<file path="src/rtl/llsc_resv_ctrl.sv">
module llsc_resv_ctrl #(
  parameter int NUM_SRC = 4,
  parameter int ADDR_W  = 6,
  parameter int DATA_W  = 32
) (
  input  logic                       clk,
  input  logic                       rst_n,
  input  logic                       req_valid,
  output logic                       req_ready,
  input  logic [1:0]                 req_cmd,
  input  logic [$clog2(NUM_SRC)-1:0] req_src,
  input  logic [ADDR_W-1:0]          req_addr,
  input  logic [DATA_W-1:0]          req_wdata,
  output logic                       rsp_valid,
  output logic [DATA_W-1:0]          rsp_data
);
  localparam int SRC_W = $clog2(NUM_SRC);
  localparam int DEPTH = 1 << ADDR_W;
  localparam logic [1:0] CMD_RD = 2'b00, CMD_WR = 2'b01, CMD_LL = 2'b10, CMD_SC = 2'b11;

  logic [DATA_W-1:0]              mem [DEPTH];
  logic [NUM_SRC-1:0]             resv_vld;
  logic [NUM_SRC-1:0][ADDR_W-1:0] resv_addr;
  logic                           rdy_q;

  logic accept, sc_hit, do_store;
  logic [NUM_SRC-1:0] same_addr;

  assign req_ready = rdy_q;
  assign accept    = req_valid & rdy_q;
  assign sc_hit    = resv_vld[req_src] && (resv_addr[req_src] == req_addr);
  assign do_store  = accept && ((req_cmd == CMD_WR) || (req_cmd == CMD_SC && sc_hit));

  for (genvar i = 0; i < NUM_SRC; i++) begin : g_match
    assign same_addr[i] = resv_vld[i] && (resv_addr[i] == req_addr);
  end

  always_ff @(posedge clk) begin
    if (!rst_n) begin
      rdy_q <= 1'b0;
    end else begin
      rdy_q <= 1'b1;
    end
  end

  always_ff @(posedge clk) begin
    if (!rst_n) begin
      resv_vld <= '0;
    end else if (accept) begin
      if (do_store) resv_vld <= resv_vld & ~same_addr;
      else if (req_cmd == CMD_LL) resv_vld[req_src] <= 1'b1;
    end
  end

  always_ff @(posedge clk) begin
    if (!rst_n) begin
      resv_addr <= '0;
    end else if (accept && req_cmd == CMD_LL) begin
      resv_addr[req_src] <= req_addr;
    end
  end

  always_ff @(posedge clk) begin
    if (!rst_n) begin
      for (int k = 0; k < DEPTH; k++) mem[k] <= '0;
    end else if (do_store) begin
      mem[req_addr] <= req_wdata;
    end
  end

  always_ff @(posedge clk) begin
    if (!rst_n) begin
      rsp_valid <= 1'b0;
      rsp_data  <= '0;
    end else begin
      rsp_valid <= accept;
      if (accept) begin
        unique case (req_cmd)
          CMD_RD, CMD_LL: rsp_data <= mem[req_addr];
          CMD_WR:         rsp_data <= '0;
          default:        rsp_data <= {{(DATA_W-1){1'b0}}, sc_hit};
        endcase
      end
    end
  end

  logic unused_w;
  assign unused_w = ^SRC_W;
endmodule

</file>
<file path="config.mk">
export PLATFORM = sky130hd
export DESIGN_NAME = llsc_resv_ctrl
export DESIGN_NICKNAME = d
export VERILOG_FILES = /design/src/rtl/llsc_resv_ctrl.sv
export SDC_FILE = /design/constraint.sdc
export NUM_CORES = 2
export LEC_CHECK = 0
export BUFFER_PORTS_ARGS = -buffer_cell sky130_fd_sc_hd__buf_2
export CORE_ASPECT_RATIO = 0.5
export CORE_MARGIN = 2
export CORE_UTILIZATION = 40
export CTS_CLUSTER_SIZE = 12
export DETAILED_ROUTE_END_ITERATION = 8
export PLACE_DENSITY = 0.58
export SLEW_MARGIN = 25
export SYNTH_ARGS = -nofsm -noshare
export SYNTH_HDL_FRONTEND = slang
export SYNTH_SLANG_ARGS = --single-unit
</file>
<file path="constraint.sdc">
create_clock -name clk -period 13.5 [get_ports clk]
set_input_delay 0.675 -clock clk [delete_from_list [all_inputs] [get_ports clk]]
set_output_delay 0.675 -clock clk [all_outputs]
set_load 0.005 [all_outputs]
</file>
== Word level (Yosys, flattened, before mapping) ==
Memory sizes are Yosys's and may differ from the RTL's.
Cells that the tools add are included.

* Memories kept: 1
* Output and inout port bits: 34
* Word-level logic and storage cells: 58
* RAM bits: 2048
* Input bits: 45
* Register bits: 62

{| class="wikitable"
|+ Memories
! memory !! words !! width !! read ports !! clocked after memory_dff !! wr ports !! line !! RTL
|-
| mem || 64 || 32 || 1 || 0 || 64 || 21 || <nowiki>logic [DATA_W-1:0] mem [DEPTH];</nowiki>
|}

* Equal/unequal tests: 8
* Reduce and logical (&&, ||, !) cells: 15
* $lt $le $gt $ge: 2
* Bitwise operators: 4
* Multiplexer cells: 20

{| class="wikitable"
|+ Operator list
! operator !! count
|-
| $pmux 32 s2 || 1
|-
| $mux 32 || 1
|-
| $reduce_or 32->1 || 1
|-
| $eq 6x6->1 || 5
|-
| $bwmux 24 || 1
|-
| $mux 6 || 3
|-
| $bmux 6 s2 || 1
|-
| $demux 6 s2 || 1
|-
| $logic_and 1x1->1 || 9
|-
| $mux 1 || 8
|-
| $mux 4 || 2
|-
| $and 4x4->4 || 1
|-
| $eq 2x2->1 const B || 2
|-
| $not 4->4 || 1
|-
| $or 4x4->4 || 1
|-
| $lt 2x3->1 const B || 1
|-
| $bmux 1 s2 || 1
|-
| $demux 1 s2 || 1
|-
| $eq 2x1->1 const B || 1
|-
| $ge 2x1->1 const B || 1
|-
| $logic_not 2->1 || 1
|-
| $reduce_and 2->1 || 1
|-
| $reduce_bool 2->1 || 1
|-
| $reduce_or 2->1 || 1
|-
| 2 further kinds || 2
|}

== Depth between registers and ports, before layout ==
* Depth after elaboration: 12
* Depth in mapped cells: 11
* Mapped depth without buffers: 6

== Least setup slack after synthesis ==
No wires, ideal clock.

* Path kind: in2reg
* From: input req_src[0]
* To: memory mem[10][0] (enable)
* Path slack: 8.354 ns
* Required time: 13.034 ns
* Cell stages on the path: 9
* Buffers on the path: 3
* Library setup time: 0.466 ns
* Arrival time: 4.681 ns
* Cell sequence: buf_4 mux4_2 xnor2_1 nand3_1 a211oi_4 nor2_1 clkbuf_1 clkbuf_1 o21ai_0

{| class="wikitable"
|+ RTL lines
! what !! line !! RTL
|-
| start, declared || 11 || <nowiki>input logic [$clog2(NUM_SRC)-1:0] req_src,</nowiki>
|-
| end, declared || 21 ||
|}

== Worst setup path after layout ==
* From: input req_addr[0]
* To: register rsp_data[24]

* Word-level cells in the longest chain between the ends: 2

{| class="wikitable"
|+ Ends and longest elaborated chain
! what !! line !! RTL
|-
| start, declared || 12 || <nowiki>input logic [ADDR_W-1:0] req_addr,</nowiki>
|-
| $mem_v2 64x32 || n/a ||
|-
| $pmux 32 s2 || 78 || <nowiki>unique case (req_cmd)</nowiki>
|-
| end signal, assigned || 79 || <nowiki>CMD_RD, CMD_LL: rsp_data <= mem[req_addr];</nowiki>
|-
| end signal, assigned || 81 || <nowiki>default: rsp_data <= {{(DATA_W-1){1'b0}}, sc_hit};</nowiki>
|-
| end, declared || 15 || <nowiki>output logic [DATA_W-1:0] rsp_data</nowiki>
|}

No other way between the ends.
A chain may end at the register's enable or synchronous reset.

==> results.py <==
metrics = {
    "status": {
        "status": "finished, final reports clean",
    },
    "place": {
        "dp_hpwl_um": 209000,
        "gp_congestion": 0.963,
        "io_buffers": 78,
    },
    "clocking": {
        "ctsHoldBuffers": 0,
        "clock-root-buffer": "clkbuf_16",
        "clk_path_buf_depth": 4,
        "cts_tree": "done",
        "numCtsBuffers": 209,
        "post_cts_buffers": 0,
        "clock_latency_ps": 880,
        "cts_sinks": 2110,
        "cts_resized": 0,
        "h-tree-depth": 4,
        "clk_pin_slew_ps": 60,
    },
    "synth": {
        "yosysUniqueCellTypes": 68,
        "synth_fp_nets": 6986,
        "ys_ff_latch": 2110,
        "ys.flop_type": "edfxtp_1",
        "synth_edf_count": 2048,
        "syn_inst": 6941,
        "synthArstFlopShare_pct": 0,
        "yosysWarnings": 0,
        "synth_area_um2": 91500,
        "avgSynthCellArea_um2": 13.2,
        "ys_seq_area_share_pct": 68.6,
    },
    "timing": {
        "fmax_mhz": 206,
        "slew_headroom_pct": 13.8,
        "clock_skew_ps": 62.1,
        "rsz0062_at_grt": "false",
        "finalCriticalPeriod_ps": 4870,
        "setup_viol": 0,
        "worst_pin_slew_ps": 1280,
        "fin_crit_sh_pct": 36.0,
        "final-hold-violation-count": 0,
        "totalNegativeSetupSlack_ps": 0,
        "final_max_slew_viol_count": 0,
        "hold_slack_ps": 277,
    },
    "power_and_ir_drop": {
        "powerDensity_nw_per_um2": 135,
        "irDropWorstVdd_v": 0.000112,
        "p_leak_nw": 33.7,
    },
    "finish": {
        "nFillCells": 20200,
        "drive_above_1_share_pct": 15.5,
        "post-route-util_pct": 44.9,
        "area_growth_pct": 11.8,
        "nets": 6847,
    },
    "floorplan": {
        "rows": 124,
        "die-area_um2": 233000,
        "die_w_um": 680,
        "initial_utilization_pct": 40.1,
        "num_io_pins": 79,
        "die_height_um": 342,
        "core_area_um2": 228000,
    },
    "detailed_routing": {
        "drc": 0,
        "routed-via-count": 63100,
        "first_pass_iters": 6,
        "wl_per_cell_um": 35.2,
        "postRouteAntennaNets": 0,
        "drt_iter0_drc": 10500,
        "wirelength_um": 351000,
        "viasPerCell": 6.34,
    },
    "critical_path": {
        "cp_data_required_time_ps": 14230,
        "cp_max_fo": 73,
        "end_kind": "register",
        "cp.arrival_ps": 5600,
        "path_class": "in2reg",
        "start_kind": "input port",
    },
    "global_route": {
        "overflow": 0,
        "grt_max_degree": 86,
        "grt_pass1_wl_um": 482000,
        "grt_pass1_vias": 58800,
        "grt_antenna_before_repair": 25,
        "grtUsageTotal_pct": 29.5,
    },
    "flow_run": {
        "cap_violations": 0,
    },
    "worst_hold_path": {
        "hold_path.class": "in2reg",
    },
}
==> kinds of logic (layout without fill, tap and decap cells) <==
| logic type | Yosys count | in the layout | synth area share [%] |
|---|---|---|---|
| compound gates | 1036 | 1036 | 8.77 |
| xor+xnor | 30 | 30 | 0.287 |
| buf+inv | 729 | 704 | 3.20 |
| flops | 2110 | 2110 | 68.6 |
| mux | 571 | 571 | 8.68 |
| other cells | 0 | 9 | 0 |
| simple gates | 2465 | 2465 | 10.5 |
==> final cells by class <==
| cell class | instances | area [um^2] | share of cell area (%) |
|---|---|---|---|
| flip-flops and latches | 2110 | 62700 | 61.4 |
| inverters | 4 | 27.5 | 0.0269 |
| clock buffers | 305 | 5660 | 5.54 |
| well taps | 3024 | 3780 | 3.70 |
| clock inverters | 20 | 160 | 0.157 |
| multi-input cells | 4102 | 26700 | 26.1 |
| diodes | 9 | 22.5 | 0.0220 |
| repair buffers | 375 | 3090 | 3.03 |
==> power breakdown <==
group	switching, mW	leakage [nW]	total, mW	internal [mW]
sequential	0.0540	22.5	7.37	7.32
clock	2.48	2.81	5.37	2.89
combinational	0.763	8.39	1.03	0.264
total	3.30	33.7	13.8	10.5
==> final timing paths <==
path	start	cells past startpoint	end	slack, ps
worst max-delay path	req_addr[0]	11	rsp_data[24]	8630
worst min-delay path	req_wdata[24]	3	mem[41][24]	280
worst max register to register	req_ready	9	mem[61][5]	8750
worst min register to register	rsp_data[2]	1	rsp_data[2]	500
==> cells in the final DEF (no fill, tap or decap), types with 64 or more instances in the layout <==
cell type	count
o21ai_0	64
mux4_2	161
edfxtp_1	2048
mux2_2	164
a221oi_1	236
clkbuf_16	211
nand2_1	199
o22ai_1	107
buf_4	267
clkbuf_1	91
mux2i_1	241
nor2_1	2137
a22oi_1	127
a21oi_1	115
buf_2	74
o21ai_4	64
==> metrics by stage <==
stage	setup slack (ps)	cell area, um^2	cells	power [mW]
final	8630	102000	9949	13.8
after CTS	8770	102000	9934	13.7
after detailed placement	7950	96200	9609	8.49
after global routing	8650	102000	9941	14.0
after global placement	6770	95800	9589	8.47
after floorplan	8350	91500	6941	8.01
==> synth_stat cells, types with 15 or more instances <==
cell       instances  share of area, %
a22oi_1          127               1.0
edfxtp_1        2048                67
a221oi_1         236               2.3
o22ai_1          109              0.75
o211ai_4          28              0.65
a211oi_1          18              0.15
xnor2_1           18              0.17
nor2_1          2142               8.8
a22o_1            42              0.40
o221ai_1          17              0.16
a221o_1           46              0.50
mux2i_1          246               2.7
mux2_2           164               2.0
nand2_1          200              0.82
buf_2            123              0.67
o2bb2ai_1         38              0.36
o22a_1            19              0.18
buf_1             45              0.18
clkbuf_1         547               2.2
a31oi_1           15              0.10
o21ai_0          141              0.77
dfxtp_1           62               1.4
a21oi_1          118              0.65
nor2b_1           29              0.20
mux4_2           161               4.0
==> layer usage <==
metal | part of all wire [%] | wire length, um | up-vias | global-route usage (%)
li1 | - | - | 25300 | -
met1 | 37 | 130000 | 32400 | 39.9
met2 | 42 | 148000 | 4624 | 42.5
met3 | 15 | 52300 | 808 | 10.5
met4 | 5.6 | 19600 | 18 | 14.0
met5 | 0.074 | 261 | - | 0
==> worst max-delay path: stages <==
cell and delay (ps):
buf_8 390, buf_12 400, buf_4 670, nor2_4 70, buf_4 350, buf_4 360
a22o_1 280, a221oi_1 920, o22ai_1 230, nor3_2 790, a31oi_1 170
==> registers in the layout, indices dropped and copies added (netlist names) <==
signal / cells
mem: 2048
rsp_data: 32
resv_addr: 24
resv_vld: 4
req_ready: 1
rsp_valid: 1
(Power assumes the default switching activity.)
